$ cat src/rtl/bdr_pkg.sv
package bdr_pkg;
  typedef enum logic {
    ST_IDLE = 1'b0,
    ST_RUN  = 1'b1
  } bdr_state_e;
endpackage

$ cat src/rtl/bdr_mask_bank.sv
// Six (NG) update masks, written one at a time, presented as one flat vector.
module bdr_mask_bank #(
  parameter int NG = 6,
  parameter int NB = 16,
  localparam int SW = $clog2(NG),
  localparam int NT = NG * NB
) (
  input  logic          clk,
  input  logic          rst_n,
  input  logic          cfg_we,
  input  logic [SW-1:0] cfg_sel,
  input  logic [NB-1:0] cfg_data,
  output logic [NT-1:0] flat
);
  for (genvar g = 0; g < NG; g++) begin : g_grp
    logic [NB-1:0] mask_q;
    always_ff @(posedge clk or negedge rst_n) begin
      if (!rst_n)
        mask_q <= '0;
      else if (cfg_we && cfg_sel == SW'(g))
        mask_q <= cfg_data;
    end
    assign flat[g*NB +: NB] = mask_q;
  end
endmodule

$ cat src/rtl/bdr_seek.sv
// Combinational find-first: lowest set bit at or above the cursor, and whether it is the final one.
module bdr_seek #(
  parameter int NT = 96,
  localparam int CW = $clog2(NT + 1)
) (
  input  logic [NT-1:0] flat,
  input  logic [CW-1:0] cursor,
  output logic          found,
  output logic          last,
  output logic [CW-1:0] idx
);
  logic [NT-1:0] masked;
  logic [NT-1:0] lowest;
  logic [NT-1:0] rest;

  assign masked = flat & ({NT{1'b1}} << cursor);
  assign lowest = masked & (~masked + NT'(1));
  assign rest   = masked & (masked - NT'(1));
  assign found  = |masked;
  assign last   = found && (rest == '0);

  always_comb begin
    idx = '0;
    for (int i = 0; i < NT; i++) begin
      if (lowest[i]) idx = idx | CW'(i);
    end
  end
endmodule

$ cat src/rtl/bdr_seq.sv
// Burst sequencer: walk cursor, trigger filter with one pending slot, completion pulse.
module bdr_seq
  import bdr_pkg::*;
#(
  parameter int NT = 96,
  localparam int CW = $clog2(NT + 1)
) (
  input  logic          clk,
  input  logic          rst_n,
  input  logic          cfg_we,
  input  logic          trig,
  input  logic          accept,
  input  logic          found,
  input  logic          last,
  input  logic [CW-1:0] idx,
  output logic          run,
  output logic [CW-1:0] cursor,
  output logic          done
);
  bdr_state_e state_q;
  logic       pend_q;
  logic       finish;

  assign run    = (state_q == ST_RUN);
  assign finish = accept && last;

  always_ff @(posedge clk or negedge rst_n) begin
    if (!rst_n) begin
      state_q <= ST_IDLE;
      cursor  <= '0;
      pend_q  <= 1'b0;
      done    <= 1'b0;
    end else if (cfg_we) begin
      state_q <= ST_IDLE;
      cursor  <= '0;
      pend_q  <= 1'b0;
      done    <= 1'b0;
    end else if (finish) begin
      state_q <= (pend_q || trig) ? ST_RUN : ST_IDLE;
      cursor  <= '0;
      pend_q  <= 1'b0;
      done    <= 1'b1;
    end else if (accept) begin
      state_q <= ST_RUN;
      cursor  <= idx + CW'(1);
      done    <= 1'b0;
    end else if (run) begin
      pend_q  <= pend_q || (trig && last);
      done    <= 1'b0;
    end else begin
      if (trig && found) state_q <= ST_RUN;
      done <= trig && !found;
    end
  end
endmodule

$ cat src/rtl/bdr_route.sv
// Registered write demultiplexer to the target registers.
module bdr_route #(
  parameter int NT = 96,
  parameter int DW = 32,
  localparam int CW = $clog2(NT + 1)
) (
  input  logic          clk,
  input  logic          rst_n,
  input  logic          fire,
  input  logic [CW-1:0] idx,
  input  logic [DW-1:0] data,
  output logic [NT-1:0] tgt_we,
  output logic [DW-1:0] tgt_data
);
  always_ff @(posedge clk or negedge rst_n) begin
    if (!rst_n) begin
      tgt_we   <= '0;
      tgt_data <= '0;
    end else begin
      tgt_we <= fire ? (NT'(1) << idx) : '0;
      if (fire) tgt_data <= data;
    end
  end
endmodule

$ cat src/rtl/burst_redirect.sv
module burst_redirect #(
  parameter int NG = 6,
  parameter int NB = 16,
  parameter int DW = 32,
  localparam int NT = NG * NB,
  localparam int SW = $clog2(NG),
  localparam int CW = $clog2(NT + 1)
) (
  input  logic          clk,
  input  logic          rst_n,
  input  logic          cfg_we,
  input  logic [SW-1:0] cfg_sel,
  input  logic [NB-1:0] cfg_data,
  input  logic          trig,
  output logic          dma_req,
  input  logic          dport_valid,
  output logic          dport_ready,
  input  logic [DW-1:0] dport_data,
  output logic [NT-1:0] tgt_we,
  output logic [DW-1:0] tgt_data,
  output logic          done
);
  logic [NT-1:0] flat;
  logic [CW-1:0] cursor;
  logic [CW-1:0] idx;
  logic          found;
  logic          last;
  logic          accept;

  bdr_mask_bank #(.NG(NG), .NB(NB)) bank_i (
    .clk(clk), .rst_n(rst_n), .cfg_we(cfg_we), .cfg_sel(cfg_sel),
    .cfg_data(cfg_data), .flat(flat)
  );

  bdr_seek #(.NT(NT)) seek_i (
    .flat(flat), .cursor(cursor), .found(found), .last(last), .idx(idx)
  );

  // Ready whenever a selected target is waiting; a mask write blocks the beat.
  assign dport_ready = !cfg_we && found;
  assign accept      = dport_valid && dport_ready;

  bdr_seq #(.NT(NT)) seq_i (
    .clk(clk), .rst_n(rst_n), .cfg_we(cfg_we), .trig(trig), .accept(accept),
    .found(found), .last(last), .idx(idx), .run(dma_req), .cursor(cursor),
    .done(done)
  );

  bdr_route #(.NT(NT), .DW(DW)) route_i (
    .clk(clk), .rst_n(rst_n), .fire(accept), .idx(idx), .data(dport_data),
    .tgt_we(tgt_we), .tgt_data(tgt_data)
  );
endmodule

$ cat config.mk
export PLATFORM = sky130hd
export DESIGN_NAME = burst_redirect
export DESIGN_NICKNAME = d
export VERILOG_FILES = /design/src/rtl/bdr_pkg.sv /design/src/rtl/bdr_mask_bank.sv /design/src/rtl/bdr_seek.sv /design/src/rtl/bdr_seq.sv /design/src/rtl/bdr_route.sv /design/src/rtl/burst_redirect.sv
export SDC_FILE = /design/constraint.sdc
export NUM_CORES = 1
export LEC_CHECK = 0
export BUFFER_PORTS_ARGS = -buffer_cell sky130_fd_sc_hd__buf_2
export CAP_MARGIN = 5
export CORE_MARGIN = 3
export CORE_UTILIZATION = 45
export CTS_BUF_LIST = sky130_fd_sc_hd__clkbuf_4
export CTS_CLUSTER_DIAMETER = 100
export DETAILED_ROUTE_END_ITERATION = 6
export GPL_TIMING_DRIVEN = 1
export PLACE_DENSITY_LB_ADDON = 0.12
export REMOVE_ABC_BUFFERS = 1
export SETUP_SLACK_MARGIN = 0.1
export SLEW_MARGIN = 25
export SYNTH_ARGS = -nofsm -noshare
export SYNTH_HDL_FRONTEND = slang
export SYNTH_SLANG_ARGS = --single-unit
$ cat constraint.sdc
create_clock -name clk -period 7.65 [get_ports clk]
set_input_delay 0.765 -clock clk [delete_from_list [all_inputs] [get_ports clk]]
set_output_delay 0.765 -clock clk [all_outputs]
set_load 0.02 [all_outputs]
Yosys cells after proc, flatten, opt, wreduce, memory -nomap -nowiden
Cells that the tools add are included.
W data, S select, Z words.
{"block": "classes", "muxes": 138, "n_addsub": 3, "n_reduce_logical": 23, "bitwise": 4, "eq_ne": 6, "n_shift": 2}
{"operator": "$and A96 B96 Y96", "count": 3}
{"operator": "$mux W7", "count": 38}
{"operator": "$mux W6", "count": 32}
{"operator": "$add A96 B1 Y96 const B", "count": 1}
{"operator": "$logic_not A96 Y1", "count": 1}
{"operator": "$mux W96", "count": 1}
{"operator": "$not A96 Y96", "count": 1}
{"operator": "$reduce_or A96 Y1", "count": 1}
{"operator": "$shl A1 B7 Y96 const A", "count": 1}
{"operator": "$shl A96 B7 Y96 const A", "count": 1}
{"operator": "$sub A96 B1 Y96 const B", "count": 1}
{"operator": "$mux W5", "count": 16}
{"operator": "$mux W1", "count": 37}
{"operator": "$mux W4", "count": 8}
{"operator": "$logic_and A1 B1 Y1", "count": 13}
{"operator": "$mux W3", "count": 4}
{"operator": "$add A7 B1 Y7 const B", "count": 1}
{"operator": "$eq A3 B2 Y1 const B", "count": 2}
{"operator": "$eq A3 B3 Y1 const B", "count": 2}
{"operator": "$reduce_bool A3 Y1", "count": 2}
{"operator": "$mux W2", "count": 2}
{"operator": "$eq A3 B1 Y1 const B", "count": 1}
{"operator": "$logic_not A3 Y1", "count": 1}
{"operator": "$ne A3 B3 Y1 const B", "count": 1}
{"operator": "3 further kinds", "count": 5}
{"block": "totals", "out_inout_bits": 131, "in_bits": 56, "wordCells": 188, "regBits": 234}

Depth between registers and ports, before layout
Gate-level depths: netlist of the first run.
{"block": "depth", "depth_word": 107, "depth_mapped": 20, "mapped_depth_nobuf": 14}

Modules after synthesis
A second synthesis of the first run with hierarchy kept.
{"block": "hier_totals", "cells_unflattened": 1495, "hier_area_um2": 14109.8}
{"mod": "bdr_seek", "seq_area_each_um2": 0.0, "cells_each": 922, "area_each_um2": 5511.5, "n_inst": 1}
{"mod": "bdr_route", "seq_area_each_um2": 3203.1, "cells_each": 311, "area_each_um2": 4389.2, "n_inst": 1}
{"mod": "bdr_mask_bank", "seq_area_each_um2": 2402.3, "cells_each": 208, "area_each_um2": 3682.3, "n_inst": 1}
{"mod": "bdr_seq", "seq_area_each_um2": 250.2, "cells_each": 52, "area_each_um2": 511.7, "n_inst": 1}
{"mod": "burst_redirect", "seq_area_each_um2": 0.0, "cells_each": 2, "area_each_um2": 15.0, "n_inst": 1}

Worst setup path after synthesis of the first run
Ideal clock, no wire load.
{"block": "synth_timing", "kind": "register -> register", "startpoint": "register seq_i.cursor[3]", "endpoint": "register route_i.tgt_we[12]", "t_required_ns": 7.581, "setup_ns": 0.069, "stages_incl_launch_ff": 16, "synth_period_minus_slack_ns": 3.995, "path_slack_ns": 3.655, "path_buffers": 5, "arrival_ns": 3.926, "path_cell_list": "dfrtp_1 buf_4 buf_6 nor4_4 nor4_4 nand3_4 nor2_2 a22o_1 or4_1 or4_1 buf_2 or3_1 or2_1 buf_6 buf_8 nor2_4"}
{"block": "synth_between", "elab_chain_len": 102, "elab_cells_between_ends": 105, "classes_between": "add/sub (1); shift (2); mux (96); bitwise (3); reduce/logical (3)"}
{"element": "from (decl)", "line": "bdr_seq.sv:17", "rtl": "output logic [CW-1:0] cursor,"}
{"element": "from (signal assigned)", "line": "bdr_seq.sv:45", "rtl": "cursor <= idx + CW'(1);"}
{"element": "$shl A96 B7 Y96 *", "line": "bdr_seek.sv:16", "rtl": "assign masked = flat & ({NT{1'b1}} << cursor);"}
{"element": "$and A96 B96 Y96 *", "line": "bdr_seek.sv:16"}
{"element": "$not A96 Y96", "line": "bdr_seek.sv:17", "rtl": "assign lowest = masked & (~masked + NT'(1));"}
{"element": "$add A96 B1 Y96", "line": "bdr_seek.sv:17"}
{"element": "$and A96 B96 Y96", "line": "bdr_seek.sv:17"}
{"element": "$mux W1", "line": "bdr_seek.sv:25", "rtl": "if (lowest[i]) idx = idx | CW'(i);"}
{"element": "$mux W2 (2 in series)", "line": "bdr_seek.sv:25"}
{"element": "$mux W3 (4 in series)", "line": "bdr_seek.sv:25"}
{"element": "$mux W4 (8 in series)", "line": "bdr_seek.sv:25"}
{"element": "$mux W5 (16 in series)", "line": "bdr_seek.sv:25"}
{"element": "$mux W6 (32 in series)", "line": "bdr_seek.sv:25"}
{"element": "$mux W7 (32 in series)", "line": "bdr_seek.sv:25"}
{"element": "$shl A1 B7 Y96", "line": "bdr_route.sv:20", "rtl": "tgt_we <= fire ? (NT'(1) << idx) : '0;"}
{"element": "$mux W96 *", "line": "bdr_route.sv:20"}
{"element": "to (signal assigned)", "line": "bdr_route.sv:20"}
{"element": "to (decl)", "line": "bdr_route.sv:12", "rtl": "output logic [NT-1:0] tgt_we,"}
Every way passes the cells marked *; elsewhere a longest branch is shown, timed or not.
A chain may end at the register's enable or synchronous reset.

Worst setup path in the final report of the first run
{"block": "layout_timing", "startpoint": "register seq_i.cursor[1]", "endpoint": "output dport_ready"}
{"block": "layout_between", "elab_chain_len": 4}
{"element": "$shl A96 B7 Y96", "line": "bdr_seek.sv:16"}
{"element": "$and A96 B96 Y96", "line": "bdr_seek.sv:16"}
{"element": "$reduce_or A96 Y1", "line": "bdr_seek.sv:19", "rtl": "assign found = |masked;"}
{"element": "$logic_and A1 B1 Y1", "line": "burst_redirect.sv:40", "rtl": "assign dport_ready = !cfg_we && found;"}
{"element": "to (decl)", "line": "burst_redirect.sv:17", "rtl": "output logic dport_ready,"}
No other way between the ends.

==> impl_metrics.py, run 1 <==
metrics = {
    "logic_synthesis": {
        "postSynth.asyncResetShare": 1.00,
        "postSynthRegisterBits": 234,
        "ys_seq_area_frac": 0.407,
        "synth_cell_types": 109,
        "post_synth.cell_area_avg_um2": 9.47,
        "synth-edff-count": 0,
        "ys_warn_count": 0,
        "synthCells": 1518,
        "post_synth_instance_area_um2": 14400,
        "synth_top_flop_cell": "dfrtp_1",
    },
    "final_layout": {
        "most-common-layout-cells": "dfrtp_1 (230), buf_2 (185), nor2_1 (175)",
        "drive_above_1_share": 0.302,
        "most_frequent_standard_cell_in_the_layout_excluding_fill_and_tap_cells": "dfrtp_1",
        "final_core_util": 0.530,
        "num-fill-cells": 2984,
        "nNetsFinal": 1792,
        "synthToLayoutAreaGrowth_pct": 14.5,
    },
    "die": {
        "start_util": 0.463,
        "design.portCount": 187,
        "floorplan.die_area_um2": 34100,
        "core_area_um2": 31100,
        "fp.dieW_um": 185,
        "num_rows": 64,
        "floorplan.die.height_um": 185,
    },
    "setup_path": {
        "crit_required_ns": 6.88,
        "r2r_start": "seq_i.cursor[1]$_DFFE_PN0P_",
        "worstPathArrival_ns": 6.14,
        "endpoint_kind": "output pin",
        "critical_register_to_register_path_endpoint": "seq_i.cursor[3]$_DFFE_PN0P_",
        "critical_path.max_fanout": 33,
        "setup.worst_path.end": "dport_ready",
        "critPathLaunch": "seq_i.cursor[1]$_DFFE_PN0P_",
        "start_kind": "flop",
        "r2r.worst_path.cells": 14,
        "timing_worst_setup_path_type": "flop to output pin",
        "rrSetupSlack_ns": 0.91,
    },
    "detailed_routing": {
        "drcViolationCount": 7,
        "firstDrtPassIters": 7,
        "route.antenna.remaining_nets": 0,
        "vias_per_cell": 6.67,
        "totalWireLength_mm": 64.2,
        "routedWlPerCell_um": 29.5,
        "drt-initial-drc-count": 1746,
        "vias": 14519,
    },
    "placement": {
        "io_buffer_count": 186,
        "estimated_wirelength_of_the_detail_placed_design_mm": 50.0,
        "pre_cts_slack_ns": 1.24,
        "gp_routability_congestion": 1.15,
    },
    "cts": {
        "cts.path.max_buffers": 3,
        "clock_tree.root_cell": "clkbuf_4",
        "clock_edge_transition_at_the_registers_on_the_reported_setup_and_hold_paths_ns": 0.07,
        "clock_insertion_delay_worst_skew_ns": 0.74,
        "post_cts_hold_buffer_count": 1,
        "cts_tree": "yes",
        "post_cts_buffers": 0,
        "ctsResizeCount": 0,
        "cts_buffers": 59,
        "cts.sink_count": 234,
        "htreeDepth": 2,
    },
    "timing": {
        "setup_total_negative_slack_ns": 0,
        "setup_repair_after_global_routing_missed_its_margin": "no",
        "slew_headroom": 0.233,
        "finalCritPeriodShare": 0.902,
        "finalCriticalPeriod_ns": 6.90,
        "finalClockSkew_ns": 0.0330,
        "tightest_slew_ns": 1.14,
        "timing_max_transition_violations_final": 0,
        "final-setup-viol-count": 0,
        "final-hold-violation-count": 0,
        "maxClockFrequency_mhz": 145,
        "final.setup.worst_slack_ns": 0.747,
    },
    "run_status": {
        "failed_checks": "DRC",
        "run_status": "complete, but fails checks",
    },
    "global_routing": {
        "globalRouteTotalUtil": 0.372,
        "first_global_vias": 14047,
        "gr-total-overflow": 0,
        "antenna_found_initial": 4,
        "grt_pass1_wl_mm": 93.6,
        "grt_max_degree": 167,
    },
    "power_and_ir_drop": {
        "power-per-cell-area_nw_per_um2": 254,
        "worst_ir_drop_vdd_mv": 0.195,
        "p_leak_nw": 7.04,
    },
    "min_path": {
        "timing.hold.worst.class": "input port to flop",
    },
    "flow_run": {
        "maxCapViolations": 0,
    },
}
## metal layers
metal  global-route usage  vias up  routed length (µm)  share of wire
met1                0.457     7069               24300           0.38
met3               0.0975      247                6410           0.10
met5                    0        -                   0              0
li1                     -     6212                   -              -
met2                0.583      991               28700           0.45
met4                0.235        0                4760          0.074
## sequential cells by signal, indices dropped and copies added (netlist names)
| signal | flops |
|---|---|
| bank_i.g_grp.mask_q | 96 |
| route_i.tgt_data | 32 |
| route_i.tgt_we | 96 |
| seq_i.cursor | 7 |
| seq_i.done | 1 |
| seq_i.pend_q | 1 |
| seq_i.run | 1 |
## where the power goes
group | internal (W) | leakage (nW) | total (W) | switching (W)
combinational | 0.000483 | 3.59 | 0.00147 | 0.000987
clock | 0.000561 | 0.450 | 0.00107 | 0.000510
sequential | 0.00139 | 3.00 | 0.00163 | 0.000243
total | 0.00243 | 7.04 | 0.00417 | 0.00174
## logic make-up (layout without fill, tap and decap cells)
group	Yosys count	in the layout	synth area share
xor+xnor	1	1	0.000609
buf+inv	103	362	0.0423
compound gates	355	355	0.181
other cells	0	5	0
simple gates	694	694	0.265
mux	125	125	0.0979
fa+ha+maj	6	6	0.00522
flops	234	234	0.407
## cell type report
class	count	area, µm²	area share
multi-input cells	1181	7930	0.482
inverters	23	86.3	0.00525
flip-flops and latches	234	5860	0.356
clock inverters	28	178	0.0108
repair buffers	231	1290	0.0786
diodes	5	12.5	0.000760
well taps	396	495	0.0301
clock buffers	80	601	0.0365
## worst max-delay path, stage by stage (launching register included)
cell       delay (ns)
dfrtp_2          0.94
buf_4            0.33
a2bb2oi_1        0.12
o311ai_1         0.61
nand2_1          0.23
nor4_1           0.87
nand3_1          0.62
buf_4            0.38
nor4_1           0.48
and4_1           0.47
nor2_1           0.12
buf_2            0.19
## how the worst min path moves through the flow
stage / end / slack (ns) / from / depth (start not counted)
after global placement: route_i.tgt_data[31]$_DFFE_PN0P_ / 0.48 / route_i.tgt_data[31]$_DFFE_PN0P_ / 1
final: route_i.tgt_data[1]$_DFFE_PN0P_ / 0.26 / dport_data[1] / 2
after detailed placement: route_i.tgt_data[4]$_DFFE_PN0P_ / 0.49 / route_i.tgt_data[4]$_DFFE_PN0P_ / 1
after global routing: route_i.tgt_data[26]$_DFFE_PN0P_ / 0.21 / dport_data[26] / 2
after CTS: route_i.tgt_data[1]$_DFFE_PN0P_ / 0.20 / dport_data[1] / 2
after floorplan: bank_i.g_grp[0].mask_q[0]$_DFFE_PN0P_ / 0.47 / rst_n / 0
## synth_stat cells (19+ instances only)
| cell type | n | area share |
|---|---|---|
| a31oi_1 | 33 | 0.014 |
| nor2b_1 | 19 | 0.0083 |
| clkbuf_1 | 19 | 0.0050 |
| o211ai_1 | 30 | 0.016 |
| nor4_1 | 44 | 0.019 |
| buf_2 | 30 | 0.010 |
| a21oi_1 | 60 | 0.021 |
| nand2_1 | 123 | 0.032 |
| and3_1 | 19 | 0.0083 |
| nor3_1 | 53 | 0.018 |
| nand4_1 | 34 | 0.015 |
| mux2_2 | 125 | 0.098 |
| inv_1 | 22 | 0.0057 |
| o21ai_0 | 45 | 0.016 |
| nor2_1 | 175 | 0.046 |
| dfrtp_1 | 234 | 0.41 |
| nand3_1 | 78 | 0.027 |
## per-stage QoR
step                power [W]  instances  hold WS, ns  area (µm²)
floorplan             0.00242       1438        0.469       13900
global placement      0.00305       2064        0.482       15700
detailed placement    0.00306       2064        0.489       15700
CTS                   0.00414       2173        0.197       16400
global route          0.00435       2174        0.213       16400
finish                0.00417       2178        0.262       16500
Note: power is estimated with default switching activity, not from simulation.
==> run 2, diff against run 1 <==
Settings changed: RECOVER_POWER set to 50.
==> run 2 against run 1 <==
Compared with the run above:
- the run ends with DRC, capacitance limit, slew limit left
- highest routed layer is now met5
- sequential power hardly changed
- die area did not move
- largest cell class unchanged
- core utilization fell by 0.33 points
==> impl_metrics.py, run 2 (same netlist as run 1, synthesis figures left out) <==
metrics = {
    "final_layout": {
        "most_frequent_standard_cell_in_the_layout_excluding_fill_and_tap_cells": "dfrtp_1",
        "largestRegisters": "bank_i.g_grp.mask_q x96, route_i.tgt_we x96, route_i.tgt_data x32",
        "most-common-layout-cells": "dfrtp_1 (230), nor2_1 (175), buf_2 (152)",
        "synthToLayoutAreaGrowth_pct": 13.8,
        "drive_above_1_share": 0.280,
        "nNetsFinal": 1792,
    },
    "detailed_routing": {
        "totalWireLength_mm": 64.1,
        "firstDrtPassIters": 7,
        "drt-initial-drc-count": 1745,
        "route.antenna.remaining_nets": 0,
        "vias_per_cell": 6.66,
        "vias": 14490,
        "drcViolationCount": 19,
        "routedWlPerCell_um": 29.4,
    },
    "setup_path": {
        "r2r_start": "seq_i.cursor[1]$_DFFE_PN0P_",
        "critical-path-max-stage-delay_ns": 0.94,
        "path_buf_inv": 3,
        "crit_required_ns": 6.88,
        "worst_path_cell_with_the_longest_stage_delay": "dfrtp_2",
        "endpoint_kind": "output pin",
        "critical_path.max_fanout": 33,
        "worstPathArrival_ns": 6.15,
        "path_cells": "buf_4 -> a2bb2oi_1 -> o311ai_1 -> nand2_1 -> nor4_1 -> nand3_1 -> buf_4 -> nor4_1 -> and4_1 -> nor2_1 -> buf_2",
        "timing_worst_setup_path_type": "flop to output pin",
        "start_kind": "flop",
        "critPathLaunch": "seq_i.cursor[1]$_DFFE_PN0P_",
        "cpLargestDelayFamily": "simple AND/OR/NAND/NOR gates",
    },
    "die": {
        "floorplan.die_area_um2": 34100,
        "design.portCount": 187,
        "fp.dieW_um": 185,
        "num_rows": 64,
        "start_util": 0.463,
        "core_area_um2": 31100,
        "floorplan.die.height_um": 185,
    },
    "cts": {
        "cts_buffers": 59,
        "cts.path.max_buffers": 3,
        "clock_insertion_delay_worst_skew_ns": 0.74,
        "cts.sink_count": 234,
        "htreeDepth": 2,
        "post_cts_buffers": 0,
        "clock_tree.root_cell": "clkbuf_4",
        "clock_edge_transition_at_the_registers_on_the_reported_setup_and_hold_paths_ns": 0.07,
        "cts_tree": "yes",
        "ctsResizeCount": 0,
    },
    "timing": {
        "slew_headroom": -1.40,
        "final-hold-violation-count": 0,
        "final.setup.worst_slack_ns": 0.738,
        "finalCritPeriodShare": 0.903,
        "finalClockSkew_ns": 0.0350,
        "finalCriticalPeriod_ns": 6.91,
        "tightest_slew_ns": 3.60,
        "maxClockFrequency_mhz": 145,
        "setup_total_negative_slack_ns": 0,
        "timing_max_transition_violations_final": 272,
        "setup_repair_after_global_routing_missed_its_margin": "no",
        "final-setup-viol-count": 0,
    },
    "run_status": {
        "run_status": "complete, but fails checks",
        "failed_checks": "DRC, capacitance limit, slew limit",
    },
    "global_routing": {
        "first_global_vias": 14047,
        "grt_pass1_wl_mm": 93.6,
        "antenna_found_initial": 4,
        "globalRouteTotalUtil": 0.372,
        "gr-total-overflow": 0,
        "grt_max_degree": 167,
    },
    "power_and_ir_drop": {
        "p_leak_nw": 6.87,
        "worst_ir_drop_vdd_mv": 0.195,
        "power-per-cell-area_nw_per_um2": 255,
        "total_power_w": 0.00417,
    },
    "placement": {
        "gp_routability_congestion": 1.15,
        "estimated_wirelength_of_the_detail_placed_design_mm": 50.0,
        "pre_cts_slack_ns": 1.24,
        "io_buffer_count": 186,
    },
    "min_path": {
        "timing.hold.worst.class": "input port to flop",
        "holdCritStartpoint": "dport_data[1]",
    },
    "flow_run": {
        "maxCapViolations": 4,
    },
}
[run 2: changes by cell type in the layout (fill, tap and decap cells not counted), sizes merged]
cell / before / now
buf: 230 / 191
clkbuf: 80 / 119
diode: 5 / 3
[run 2: layer usage]
layer,vias up,GRT usage,share of wire
met2,972,0.583,0.45
met5,-,0,0.00023
li1,6206,-,-
met3,231,0.0975,0.098
met1,7079,0.457,0.38
met4,2,0.235,0.077
[run 2: through the flow]
| stage | hold WS, ns | instances | utilization | instance area, µm² |
|---|---|---|---|---|
| after detailed placement | 0.489 | 2064 | 0.504 | 15700 |
| after global routing | 0.213 | 2174 | 0.526 | 16300 |
| after global placement | 0.482 | 2064 | 0.504 | 15700 |
| after floorplan | 0.469 | 1438 | - | 13900 |
| after CTS | 0.197 | 2173 | 0.529 | 16400 |
| final | 0.259 | 2176 | 0.526 | 16400 |
[run 2: cell type report]
class / instances / area [µm²]
inverter: 23 / 86.3
clock inverter: 28 / 178
timing repair buffer: 231 / 1210
clock buffer: 80 / 601
antenna: 3 / 7.51
sequential: 234 / 5860
fill: 2994 / 14700
multi-input combinational: 1181 / 7910
tap: 396 / 495
[run 2: worst paths after layout]
kind	end	slack, ns	cells past startpoint
hold reg to reg	route_i.tgt_data[4]$_DFFE_PN0P_	0.50	1
min in group asynchronous	route_i.tgt_we[16]$_DFF_PN0_	1.84	2
hold / removal	route_i.tgt_data[1]$_DFFE_PN0P_	0.26	2
setup reg to reg	seq_i.cursor[3]$_DFFE_PN0P_	0.89	14
max in group asynchronous	seq_i.cursor[3]$_DFFE_PN0P_	1.91	3
setup / recovery	dport_ready	0.74	11
[run 2: power by group]
group | switching, W | internal [W] | leakage (nW)
combinational | 0.000987 | 0.000481 | 3.42
clock | 0.000511 | 0.000560 | 0.450
sequential | 0.000243 | 0.00139 | 3.00
total | 0.00174 | 0.00243 | 6.87
[run 2: repair_timing]
| item | CTS | global route |
|---|---|---|
| hold buffers | 1 | 0 |
| endpoints found under the setup margin | 0 | 0 |
| endpoints found under the hold margin | 66 | 0 |
==> run 3, diff against run 2 <==
Settings changed: CELL_PAD_IN_SITES_DETAIL_PLACEMENT set to 1, CELL_PAD_IN_SITES_GLOBAL_PLACEMENT set to 2, CORE_UTILIZATION 45 to 41.
==> run 3 against run 2 <==
Compared with the run above:
- the run ends with capacitance limit, slew limit left
- final area rose by 0.18%
- sequential share of layout area down 0.063 points
- cell count up 1.7%
- global-route usage decreased by 2.1 points
- power down 0.49%
- flip-flop and latch count unchanged
- worst setup slack worse by 0.38 ns
- via count rose by 0.25%
- clock power decreased by 4%
- highest routed layer is now met4
==> impl_metrics.py, run 3 (same netlist as run 1, synthesis figures left out) <==
metrics = {
    "power_and_ir_drop": {
        "power-per-cell-area_nw_per_um2": 253,
        "p_leak_nw": 6.97,
        "worst_ir_drop_vdd_mv": 0.164,
    },
    "setup_path": {
        "critical-path-max-stage-delay_ns": 1.02,
        "critical_path.max_fanout": 17,
        "r2r_start": "seq_i.cursor[0]$_DFFE_PN0P_",
        "endpoint_kind": "flop",
        "critPathLaunch": "seq_i.cursor[0]$_DFFE_PN0P_",
        "path_cells": "buf_4 -> nor2b_1 -> o311ai_1 -> nand2_1 -> nor4_1 -> nand3_1 -> buf_4 -> nor4_1 -> nor4_1 -> nand4_1 -> or4_1 -> nand4_1 -> nor2_1",
        "timing_worst_setup_path_type": "flop to flop",
        "worst_path_cell_with_the_longest_stage_delay": "nor4_1",
        "worstPathArrival_ns": 7.94,
        "crit_required_ns": 8.30,
        "timing.critical_path.mode_cell": "nor4_1",
        "start_kind": "flop",
    },
    "cts": {
        "cts.sink_count": 234,
        "cts_buffers": 59,
        "ctsResizeCount": 0,
        "clock_insertion_delay_worst_skew_ns": 0.79,
        "htreeDepth": 2,
        "post_cts_buffers": 0,
        "clock_tree.root_cell": "clkbuf_4",
        "cts.path.max_buffers": 3,
        "clock_edge_transition_at_the_registers_on_the_reported_setup_and_hold_paths_ns": 0.07,
        "cts_tree": "yes",
    },
    "detailed_routing": {
        "drcViolationCount": 0,
        "vias_per_cell": 6.56,
        "route.antenna.remaining_nets": 0,
        "vias": 14526,
        "routedWlPerCell_um": 30.2,
        "firstDrtPassIters": 6,
        "totalWireLength_mm": 66.9,
        "drt-initial-drc-count": 1672,
    },
    "min_path": {
        "holdCritStartpoint": "dport_data[15]",
        "timing.hold.worst.class": "input port to flop",
    },
    "global_routing": {
        "antenna_found_initial": 4,
        "globalRouteTotalUtil": 0.350,
        "grt_pass1_wl_mm": 99.1,
        "grt_max_degree": 138,
        "first_global_vias": 14486,
        "gr-total-overflow": 0,
    },
    "die": {
        "floorplan.die_area_um2": 37300,
        "start_util": 0.422,
        "fp.dieW_um": 193,
        "num_rows": 67,
        "design.portCount": 187,
        "core_area_um2": 34000,
        "floorplan.die.height_um": 193,
    },
    "timing": {
        "slew_headroom": -2.75,
        "finalCriticalPeriod_ns": 7.29,
        "final-setup-viol-count": 0,
        "finalCritPeriodShare": 0.953,
        "tightest_slew_ns": 5.63,
        "setup_repair_after_global_routing_missed_its_margin": "no",
        "maxClockFrequency_mhz": 137,
        "finalClockSkew_ns": 0.0428,
        "final-hold-violation-count": 0,
        "timing_max_transition_violations_final": 99,
        "setup_total_negative_slack_ns": 0,
    },
    "run_status": {
        "run_status": "complete, but fails checks",
        "failed_checks": "capacitance limit, slew limit",
    },
    "final_layout": {
        "drive_above_1_share": 0.300,
        "largestRegisters": "bank_i.g_grp.mask_q x96, route_i.tgt_we x96, route_i.tgt_data x32",
        "synthToLayoutAreaGrowth_pct": 14.0,
        "final_design_area_no_fill_um2": 16400,
        "num-fill-cells": 3986,
        "most_frequent_standard_cell_in_the_layout_excluding_fill_and_tap_cells": "dfrtp_1",
        "most-common-layout-cells": "dfrtp_1 (230), buf_2 (184), nor2_1 (175)",
        "nNetsFinal": 1786,
    },
    "placement": {
        "placed_instance_area_um2": 15700,
        "gp_routability_congestion": 1.09,
        "estimated_wirelength_of_the_detail_placed_design_mm": 52.5,
        "io_buffer_count": 186,
    },
    "flow_run": {
        "maxCapViolations": 1,
    },
}
run 3: what timing repair did:
item / 4_1_cts / 5_1_grt
hold buffers: 1 / 0
endpoints found under the hold margin: 15 / 0
setup endpoints to repair: 0 / 0
run 3: final cells by class:
cell class | instances | area [µm²] | area share
Multi-Input combinational cell | 1181 | 7930 | 0.484
Sequential cell | 234 | 5860 | 0.358
Timing Repair Buffer | 225 | 1220 | 0.0745
Clock buffer | 87 | 653 | 0.0399
Tap cell | 448 | 561 | 0.0342
Inverter | 23 | 86.3 | 0.00527
Clock inverter | 12 | 63.8 | 0.00390
Antenna cell | 4 | 10.0 | 0.000611
run 3: metal layers:
layer	wire length (µm)	global-route usage	vias up	part of all wire
met5	0	0	-	0
met4	4200	0.192	0	0.063
met3	6540	0.0784	217	0.098
met2	29100	0.527	897	0.43
met1	27100	0.470	7227	0.40
li1	-	-	6185	-
run 3: path summary, 6_finish.rpt:
kind	endpoint	slack, ns	cells after the start
max	route_i.tgt_we[48]$_DFF_PN0_	0.36	13
min in group asynchronous	seq_i.cursor[5]$_DFFE_PN0P_	2.59	2
max in group asynchronous	seq_i.cursor[2]$_DFFE_PN0P_	1.55	2
min	route_i.tgt_data[15]$_DFFE_PN0P_	0.20	2
min reg2reg	route_i.tgt_data[31]$_DFFE_PN0P_	0.50	1
max reg2reg	route_i.tgt_we[48]$_DFF_PN0_	0.36	13
run 3: power by group:
part           switching (W)  total [W]  internal (W)  leakage (nW)
logic                0.00101    0.00149      0.000478          3.54
registers           0.000242    0.00163       0.00139          3.00
clock network       0.000513    0.00103      0.000519         0.435
total                0.00176    0.00415       0.00239          6.97
run 3: worst max-delay path: cells and delay by family (launching register included):
| family | cells | cell delay [ns] |
|---|---|---|
| flip-flops | 1 | 0.91 |
| AO/OA/AOI/OAI | 1 | 0.54 |
| buffers and inverters | 2 | 0.84 |
| AND/OR/NAND/NOR | 10 | 4.81 |
run 3: metrics by stage:
| step | power (W) | worst slack, ns | hold WS [ns] | utilization | instances |
|---|---|---|---|---|---|
| 2_1_floorplan | 0.00242 | 1.93 | 0.469 | - | 1438 |
| 3_3_place_gp | 0.00305 | 0.730 | 0.484 | 0.461 | 2110 |
| 3_5_place_dp | 0.00307 | 0.904 | 0.491 | 0.461 | 2110 |
| 4_1_cts | 0.00414 | 0.792 | 0.108 | 0.482 | 2210 |
| 5_1_grt | 0.00435 | 0.404 | 0.138 | 0.481 | 2211 |
| 6_report | 0.00415 | 0.360 | 0.203 | 0.481 | 2214 |
